--- src/rtl/mulhw_pkg.sv ---
package mulhw_pkg;

    localparam int XLEN   = 32;
    localparam int EXT_W  = XLEN + 1;
    localparam int PROD_W = 2 * EXT_W;

    // Operation encoding; the product half and the signedness of each
    // operand both follow from this code.
    typedef enum logic [1:0] {
        MOP_LO  = 2'b00,
        MOP_HSS = 2'b01,
        MOP_HSU = 2'b10,
        MOP_HUU = 2'b11
    } mop_e;

    // Stage-one payload: widened operands and the half selector.
    typedef struct packed {
        logic                    vld;
        logic                    take_hi;
        logic [EXT_W-1:0]        xa;
        logic [EXT_W-1:0]        xb;
    } stg1_t;

    function automatic logic first_is_signed(input mop_e m);
        return (m == MOP_HSS) || (m == MOP_HSU);
    endfunction

    function automatic logic second_is_signed(input mop_e m);
        return (m == MOP_HSS);
    endfunction

    function automatic logic wants_high(input mop_e m);
        return (m != MOP_LO);
    endfunction

endpackage

--- src/rtl/mulhw_opext.sv ---
module mulhw_opext #(
    parameter int W = 32
) (
    input  logic [W-1:0] val,
    input  logic         sgn,
    output logic [W:0]   ext
);
    // Top bit copies the sign only when the operand is treated as signed.
    always_comb begin
        ext = {sgn & val[W-1], val};
    end
endmodule

--- src/rtl/mulhw_halfsel.sv ---
module mulhw_halfsel #(
    parameter int W = 32
) (
    input  logic [2*W+1:0] prod,
    input  logic           hi,
    output logic [W-1:0]   half
);
    localparam int LO_MSB = W - 1;
    localparam int HI_LSB = W;
    localparam int HI_MSB = 2 * W - 1;

    always_comb begin
        if (hi) half = prod[HI_MSB:HI_LSB];
        else    half = prod[LO_MSB:0];
    end
endmodule

--- src/rtl/mulhw_top.sv ---
module mulhw_top
    import mulhw_pkg::*;
(
    input  logic            clk,
    input  logic            rst,
    input  logic            in_valid,
    input  logic [1:0]      op,
    input  logic [XLEN-1:0] opa,
    input  logic [XLEN-1:0] opb,
    output logic            out_valid,
    output logic [XLEN-1:0] result
);
    localparam int NOPS = 2;

    mop_e             mode;
    logic [XLEN-1:0]  raw  [NOPS];
    logic             sgn  [NOPS];
    logic [EXT_W-1:0] wide [NOPS];

    stg1_t                     s1_q;
    logic signed [PROD_W-1:0]  prod;
    logic [XLEN-1:0]           half;

    always_comb begin
        mode   = mop_e'(op);
        raw[0] = opa;
        raw[1] = opb;
        sgn[0] = first_is_signed(mode);
        sgn[1] = second_is_signed(mode);
    end

    for (genvar g = 0; g < NOPS; g++) begin : g_ext
        mulhw_opext #(.W(XLEN)) u_ext (
            .val (raw[g]),
            .sgn (sgn[g]),
            .ext (wide[g])
        );
    end

    // Stage 1: capture widened operands.
    always_ff @(posedge clk) begin
        if (rst) begin
            s1_q <= '0;
        end else begin
            s1_q.vld <= in_valid;
            if (in_valid) begin
                s1_q.take_hi <= wants_high(mode);
                s1_q.xa      <= wide[0];
                s1_q.xb      <= wide[1];
            end
        end
    end

    // One signed multiply covers all signedness combinations.
    always_comb begin
        prod = PROD_W'($signed(s1_q.xa)) * PROD_W'($signed(s1_q.xb));
    end

    mulhw_halfsel #(.W(XLEN)) u_sel (
        .prod (prod),
        .hi   (s1_q.take_hi),
        .half (half)
    );

    // Stage 2: register the selected half; hold it between operations.
    always_ff @(posedge clk) begin
        if (rst) begin
            out_valid <= 1'b0;
            result    <= '0;
        end else begin
            out_valid <= s1_q.vld;
            if (s1_q.vld) result <= half;
        end
    end

endmodule

--- config.mk ---
export PLATFORM = sky130hd
export DESIGN_NAME = mulhw_top
export DESIGN_NICKNAME = d
export VERILOG_FILES = /design/src/rtl/mulhw_pkg.sv /design/src/rtl/mulhw_opext.sv /design/src/rtl/mulhw_halfsel.sv /design/src/rtl/mulhw_top.sv
export SDC_FILE = /design/constraint.sdc
export NUM_CORES = 2
export LEC_CHECK = 0
export ABC_AREA = 1
export BUFFER_PORTS_ARGS = -buffer_cell sky130_fd_sc_hd__buf_2
export CORE_ASPECT_RATIO = 1.1
export CORE_MARGIN = 2
export CORE_UTILIZATION = 42
export DETAILED_ROUTE_END_ITERATION = 8
export MAX_ROUTING_LAYER = met4
export SETUP_SLACK_MARGIN = 0.05
export SLEW_MARGIN = 20
export SYNTH_ARGS = -nofsm -noshare
export SYNTH_HDL_FRONTEND = slang
export SYNTH_SLANG_ARGS = --single-unit
--- constraint.sdc ---
create_clock -name clk -period 10.5 [get_ports clk]
set_clock_uncertainty 0.1 [all_clocks]
set_input_delay 1.05 -clock clk [delete_from_list [all_inputs] [get_ports clk]]
set_output_delay 1.05 -clock clk [all_outputs]
set_load 0.005 [all_outputs]
======== Word-level counts from Yosys, hierarchy flattened ========
Cells that the tools add are included.
operators by class
  add/sub/neg operators ................... 0
  multipliers ............................. 1
  div/mod/pow operators ................... 0
  order comparisons ....................... 0
  eq/ne operators ......................... 2
  shift-type cells ........................ 0
  mux-type cells .......................... 1
  bitwise operators ....................... 2
  reduce and logical (&&, ||, !) cells .... 2
operators by type and width
  kind                count
  $mul 33x33->64      1
  $mux 32             1
  $and 1x1->1         2
  $eq 2x1->1 const B  1
  $eq 2x2->1 const B  1
  $reduce_bool 2->1   1
  $logic_or 1x1->1    1
word-level totals
  register bits after elaboration ......... 101
  bits in latches ......................... 0
  RAM bits ................................ 0
  memory bits (read-only) ................. 0
  input port bits ......................... 69
  output and inout bits ................... 33
  logic and storage cells ................. 14
  memories ................................ 0

======== Logic depth before layout (Yosys ltp) ========
  depth in word-level cells ............... 3
  depth in mapped cells ................... 36
  depth with buffers taken out ............ 34

======== Modules after synthesis ========
From an unflattened synthesis, not the netlist that was laid out.
unflattened totals
  cell total of the unflattened synthesis .. 6021
  area total of the unflattened synthesis .. 46055.4 um^2
by module, submodules not included
  module         times used  cells an instance  area each (um^2)  sequential area each (um^2)
  mulhw_top      1           5849               45068.2           2021.9
  mulhw_opext    2           34                 247.7             0.0
  mulhw_halfsel  1           104                491.7             0.0

======== Worst setup path before layout ========
No wires, ideal clock.
  path type ............................... reg-to-reg
  start point ............................. register s1_q[65] (netlist bit)
  end point ............................... register result[31]
  library setup time ...................... 0.119 ns
  data arrival time ....................... 6.994 ns
  required time ........................... 10.281 ns
  slack ................................... 3.286 ns
  stages on the path, launching flop included .. 29
  buffers on the path ..................... 2
  period minus slack after synthesis ...... 7.214 ns
  cell sequence ........................... dfxtp_1 clkbuf_1 clkbuf_1 nand2_1 inv_1 fa_1 fa_1 fa_1 fa_1 inv_1 fa_1 fa_1 inv_1 fa_1 inv_1 fa_1 inv_1 ha_1 nand2_1 nor3_1 nand2_1 inv_1 nand2_1 nand2_1 inv_1 nand2_1 nand2_1 nand3_1 a21oi_1
on the way
  cells in the longest elaborated chain, start to end .. 2
ends and longest elaborated chain
  element               line                 source
  from (decl)           mulhw_top.sv:20      stg1_t s1_q;
  $mul 33x33->64        mulhw_top.sv:56      prod = PROD_W'($signed(s1_q.xa)) * PROD_W'($signed(s1_q.xb));
  $mux 32               mulhw_halfsel.sv:13  if (hi) half = prod[HI_MSB:HI_LSB];
  to (signal assigned)  mulhw_top.sv:72      if (s1_q.vld) result <= half;
  to (decl)             mulhw_top.sv:11      output logic [XLEN-1:0] result
No other way between the ends.
A chain may end at the register's enable or synchronous reset.

======== Worst setup path after layout ========
  start point ............................. register s1_q[9] (netlist bit)
  end point ............................... register result[27]
Same word-level chain as after synthesis.

==> summary.md <==
| Metric | Value |
|---|---|
| Most common cell after layout, fill and taps aside | `inv_1` |
| Largest net degree at the start of global routing | `69` |
| Sequential-to-total area share from yosys stat | `4.51%` |
| Tmin final | `8.26 ns` |
| Ports | `102` |
| Final Setup Violations | `0` |
| CP top delay family | `adder cells` |
| Hold violation count in the final report | `0` |
| Main combinational cell family by area after synthesis | `adder cells` |
| Clock slew seen by the registers of the worst setup and hold paths | `0.09 ns` |
| Number of synthesized flops with an enable pin | `0` |
| Share of layout cells above drive strength 1 | `4.59%` |
| P_sw | `5.96 mW` |
| Post-synthesis area per instance | `7.58 um2` |
| IR drop worst, VDD | `0.334 mV` |
| Slew headroom | `23.0%` |
| Final ANT Viol Nets | `0` |
| Critical path launch point type | `flop` |
| Cts repair resizes | `0` |
| Internal | `3.29 mW` |
| Worst-path fanout max | `34` |
| Async SR Flop Fraction | `0%` |
| Crit Path Class | `flop to flop` |
| Hold slack | `0.370 ns` |
| Initial DRT Pass Iterations | `8` |
| Setup ws final | `2.24 ns` |
| Initial antenna violation count | `3` |
| Hold Crit Start | `result[4]$_SDFFE_PP0P_` |
| Initial DRC Count | `2436` |
| Initial Utilization | `42.4%` |
| Full die area | `109000 um2` |
| DR vias | `35.6k` |
| CP most frequent cell | `fa_1` |
| Final net count | `7223` |
| Most frequent cells in the layout | `inv_1 (1865), nand2_1 (1557), fa_1 (1125)` |
| Vias in the first global route | `38.0k` |
| HP Class | `flop to flop` |
| Worst path arrival time | `8.51 ns` |
| Synthesis-stage register bit count | `101` |
| Synthesized cell area | `44900 um2` |
| Syn nets | `7331` |
| Total gr overflow | `0` |
| First-pass GRT wire length | `217000 um` |
| # DRC | `0` |
| CP startpoint | `s1_q[9]$_SDFFE_PP0P_` |
| F_max | `0.121 GHz` |
| Outcome | `completed` |
| RePlAce Congestion | `0.984` |
| Hold buffer count at CTS | `0` |
| Number of CTS-inserted buffers | `9` |
| H-tree depth | `3` |
| PD cells | `197 nW/um2` |
| Unrepaired setup endpoints after global routing | `no` |
| Post-Synth Simple-Gate Area | `17.7%` |
| Sequential share of power | `5.8%` |
| Yosys top cell by area | `fa_1` |
| Final Slew Violations | `0` |
| Dpl ws | `2.28 ns` |
| Slowest CP cell | `fa_1` |
| Dpl hpwl | `115000 um` |
| Worst path required time | `10.75 ns` |
| Final TNS setup | `0 ns` |
| DP Area | `46600 um2` |
| CTS sink cnt | `101` |
| Final wirelength | `136000 um` |
| Clock Tree Buf Depth | `2` |
| Cell count after synthesis | `5923` |
| Yosys top cell area share | `50.2%` |
| Drt wl/cell | `18.8 um` |
| Ys flop type | `dfxtp_1` |
| Reg-to-Reg Start | `s1_q[9]$_SDFFE_PP0P_` |
| Max cap viols | `0` |
| Gr usage total | `26.7%` |
| Post-Synth XOR/XNOR Area | `0.0781%` |
| Buf+Inv Stages, Crit Path | `8` |
| Core ar. | `106000 um2` |
| Multiplexer area fraction after synthesis | `0%` |
| Row cnt | `125` |
| Worst skew pair latency | `0.42 ns` |
| Leakage power | `28.9 nW` |
| Die Y-Extent | `347 um` |
| Final instance area | `46900 um2` |
| Netlist cell types | `37` |
| Fillers | `10.9k` |
| Worst slew pin tran | `1.15 ns` |
| Ant diodes | `0` |
| Clock Root Buffer | `clkbuf_16` |
| Worst path max stage delay | `0.83 ns` |
| Die Wd | `316 um` |
| Worst Setup End Kind | `flop` |
| CTS tree | `built` |
| Switching Share | `64.5%` |
| Area fraction in compound gates after synthesis | `3.37%` |
| Leading post-synthesis cells by cell area | `fa_1 (50%), inv_1 (16%), nand2_1 (13%)` |
| Comb pwr share | `89.8%` |
| Total power | `9.25 mW` |
| Clock share of power | `4.5%` |
| Post-Synth Adder-Cell Area | `56.1%` |
| Area Growth Syn to Fin | `4.56%` |
| Vias/cell | `4.93` |
| I/O Buffers | `101` |
| Ys Warns | `0` |
| Post-CTS setup repair buffer count | `0` |
| Tcrit/Tclk final | `78.6%` |
-- layout make-up --
| type | count | area (um2) | share of cell area [%] |
|---|---|---|---|
| timing repair buffer | 181 | 1110 | 2.36 |
| clock inverter | 6 | 75.1 | 0.160 |
| sequential | 101 | 2040 | 4.34 |
| inverter | 1873 | 7030 | 15.0 |
| tap | 1397 | 1750 | 3.72 |
| clock buffer | 10 | 239 | 0.509 |
| multi-input combinational | 3649 | 34700 | 73.9 |
-- cell usage after synthesis, types with 2 or more instances --
library cell / n
nor3_1: 10
buf_1: 2
o21ai_1: 18
inv_2: 6
a21oi_1: 119
a31oi_1: 2
inv_1: 1866
nand4_1: 18
or2_2: 8
a21boi_0: 2
ha_1: 214
nand3_1: 99
nand2_1: 1557
nor2_2: 13
fa_1: 1125
o21ai_0: 126
nand3b_1: 9
o21bai_1: 9
nor2_1: 282
dfxtp_1: 101
nand2_2: 11
buf_2: 6
a21oi_2: 4
xnor2_1: 3
nand3_2: 8
clkbuf_1: 292
o21ai_2: 3
-- worst register-to-register path, cell delays in order (launching register included) --
cell	delay (ns)
dfxtp_1	0.31
buf_4	0.28
nand2_1	0.20
inv_1	0.10
fa_1	0.69
inv_1	0.14
fa_1	0.83
inv_1	0.18
fa_1	0.76
inv_1	0.27
fa_1	0.53
fa_1	0.55
inv_1	0.05
fa_1	0.47
inv_1	0.05
fa_1	0.45
fa_1	0.48
inv_1	0.04
ha_1	0.44
nand4_1	0.20
nor3_1	0.27
nand2_1	0.12
nor3_1	0.24
nand2_1	0.12
nand3b_1	0.10
nand3_1	0.08
a21oi_1	0.15
-- registers in the layout (all words and copies together) (netlist names) --
signal / flops
result: 32
out_valid: 1
s1_q: 68
-- final timing paths --
| path | to | slack (ns) | cells after the start |
|---|---|---|---|
| max | result[27]$_SDFFE_PP0P_ | 2.24 | 26 |
| min reg2reg | result[4]$_SDFFE_PP0P_ | 0.37 | 2 |
| max reg2reg | result[27]$_SDFFE_PP0P_ | 2.24 | 26 |
| min | result[4]$_SDFFE_PP0P_ | 0.37 | 2 |
-- power by group through the flow --
stage	sequential, mW	combinational (mW)	clock (mW)
after global routing	0.537	9.09	0.433
after detailed placement	0.538	8.22	0
final	0.533	8.30	0.414
after floorplan	0.450	5.20	0
after CTS	0.531	8.29	0.423
after global placement	0.539	8.20	0
-- per-stage QoR --
step	std cells	utilization, %
after floorplan	5923	-
after global placement	7201	44.1
after detailed placement	7201	44.1
after CTS	7217	44.4
after global routing	7217	44.4
final	7217	44.4
-- logic make-up (layout without fill, tap and decap cells) --
logic type | after synthesis | after routing
compound gates | 287 | 287
xor+xnor | 4 | 4
fa+ha+maj | 1339 | 1339
buf+inv | 2173 | 2070
flops | 101 | 101
simple gates | 2019 | 2019
-- routing by layer --
| metal | track usage [%] | part of all wire [%] |
|---|---|---|
| met5 | - | 0 |
| met4 | 8.12 | 3.6 |
| met3 | 2.08 | 5.0 |
| met2 | 46.3 | 52 |
| met1 | 33.1 | 40 |
(Power assumes the default switching activity.)
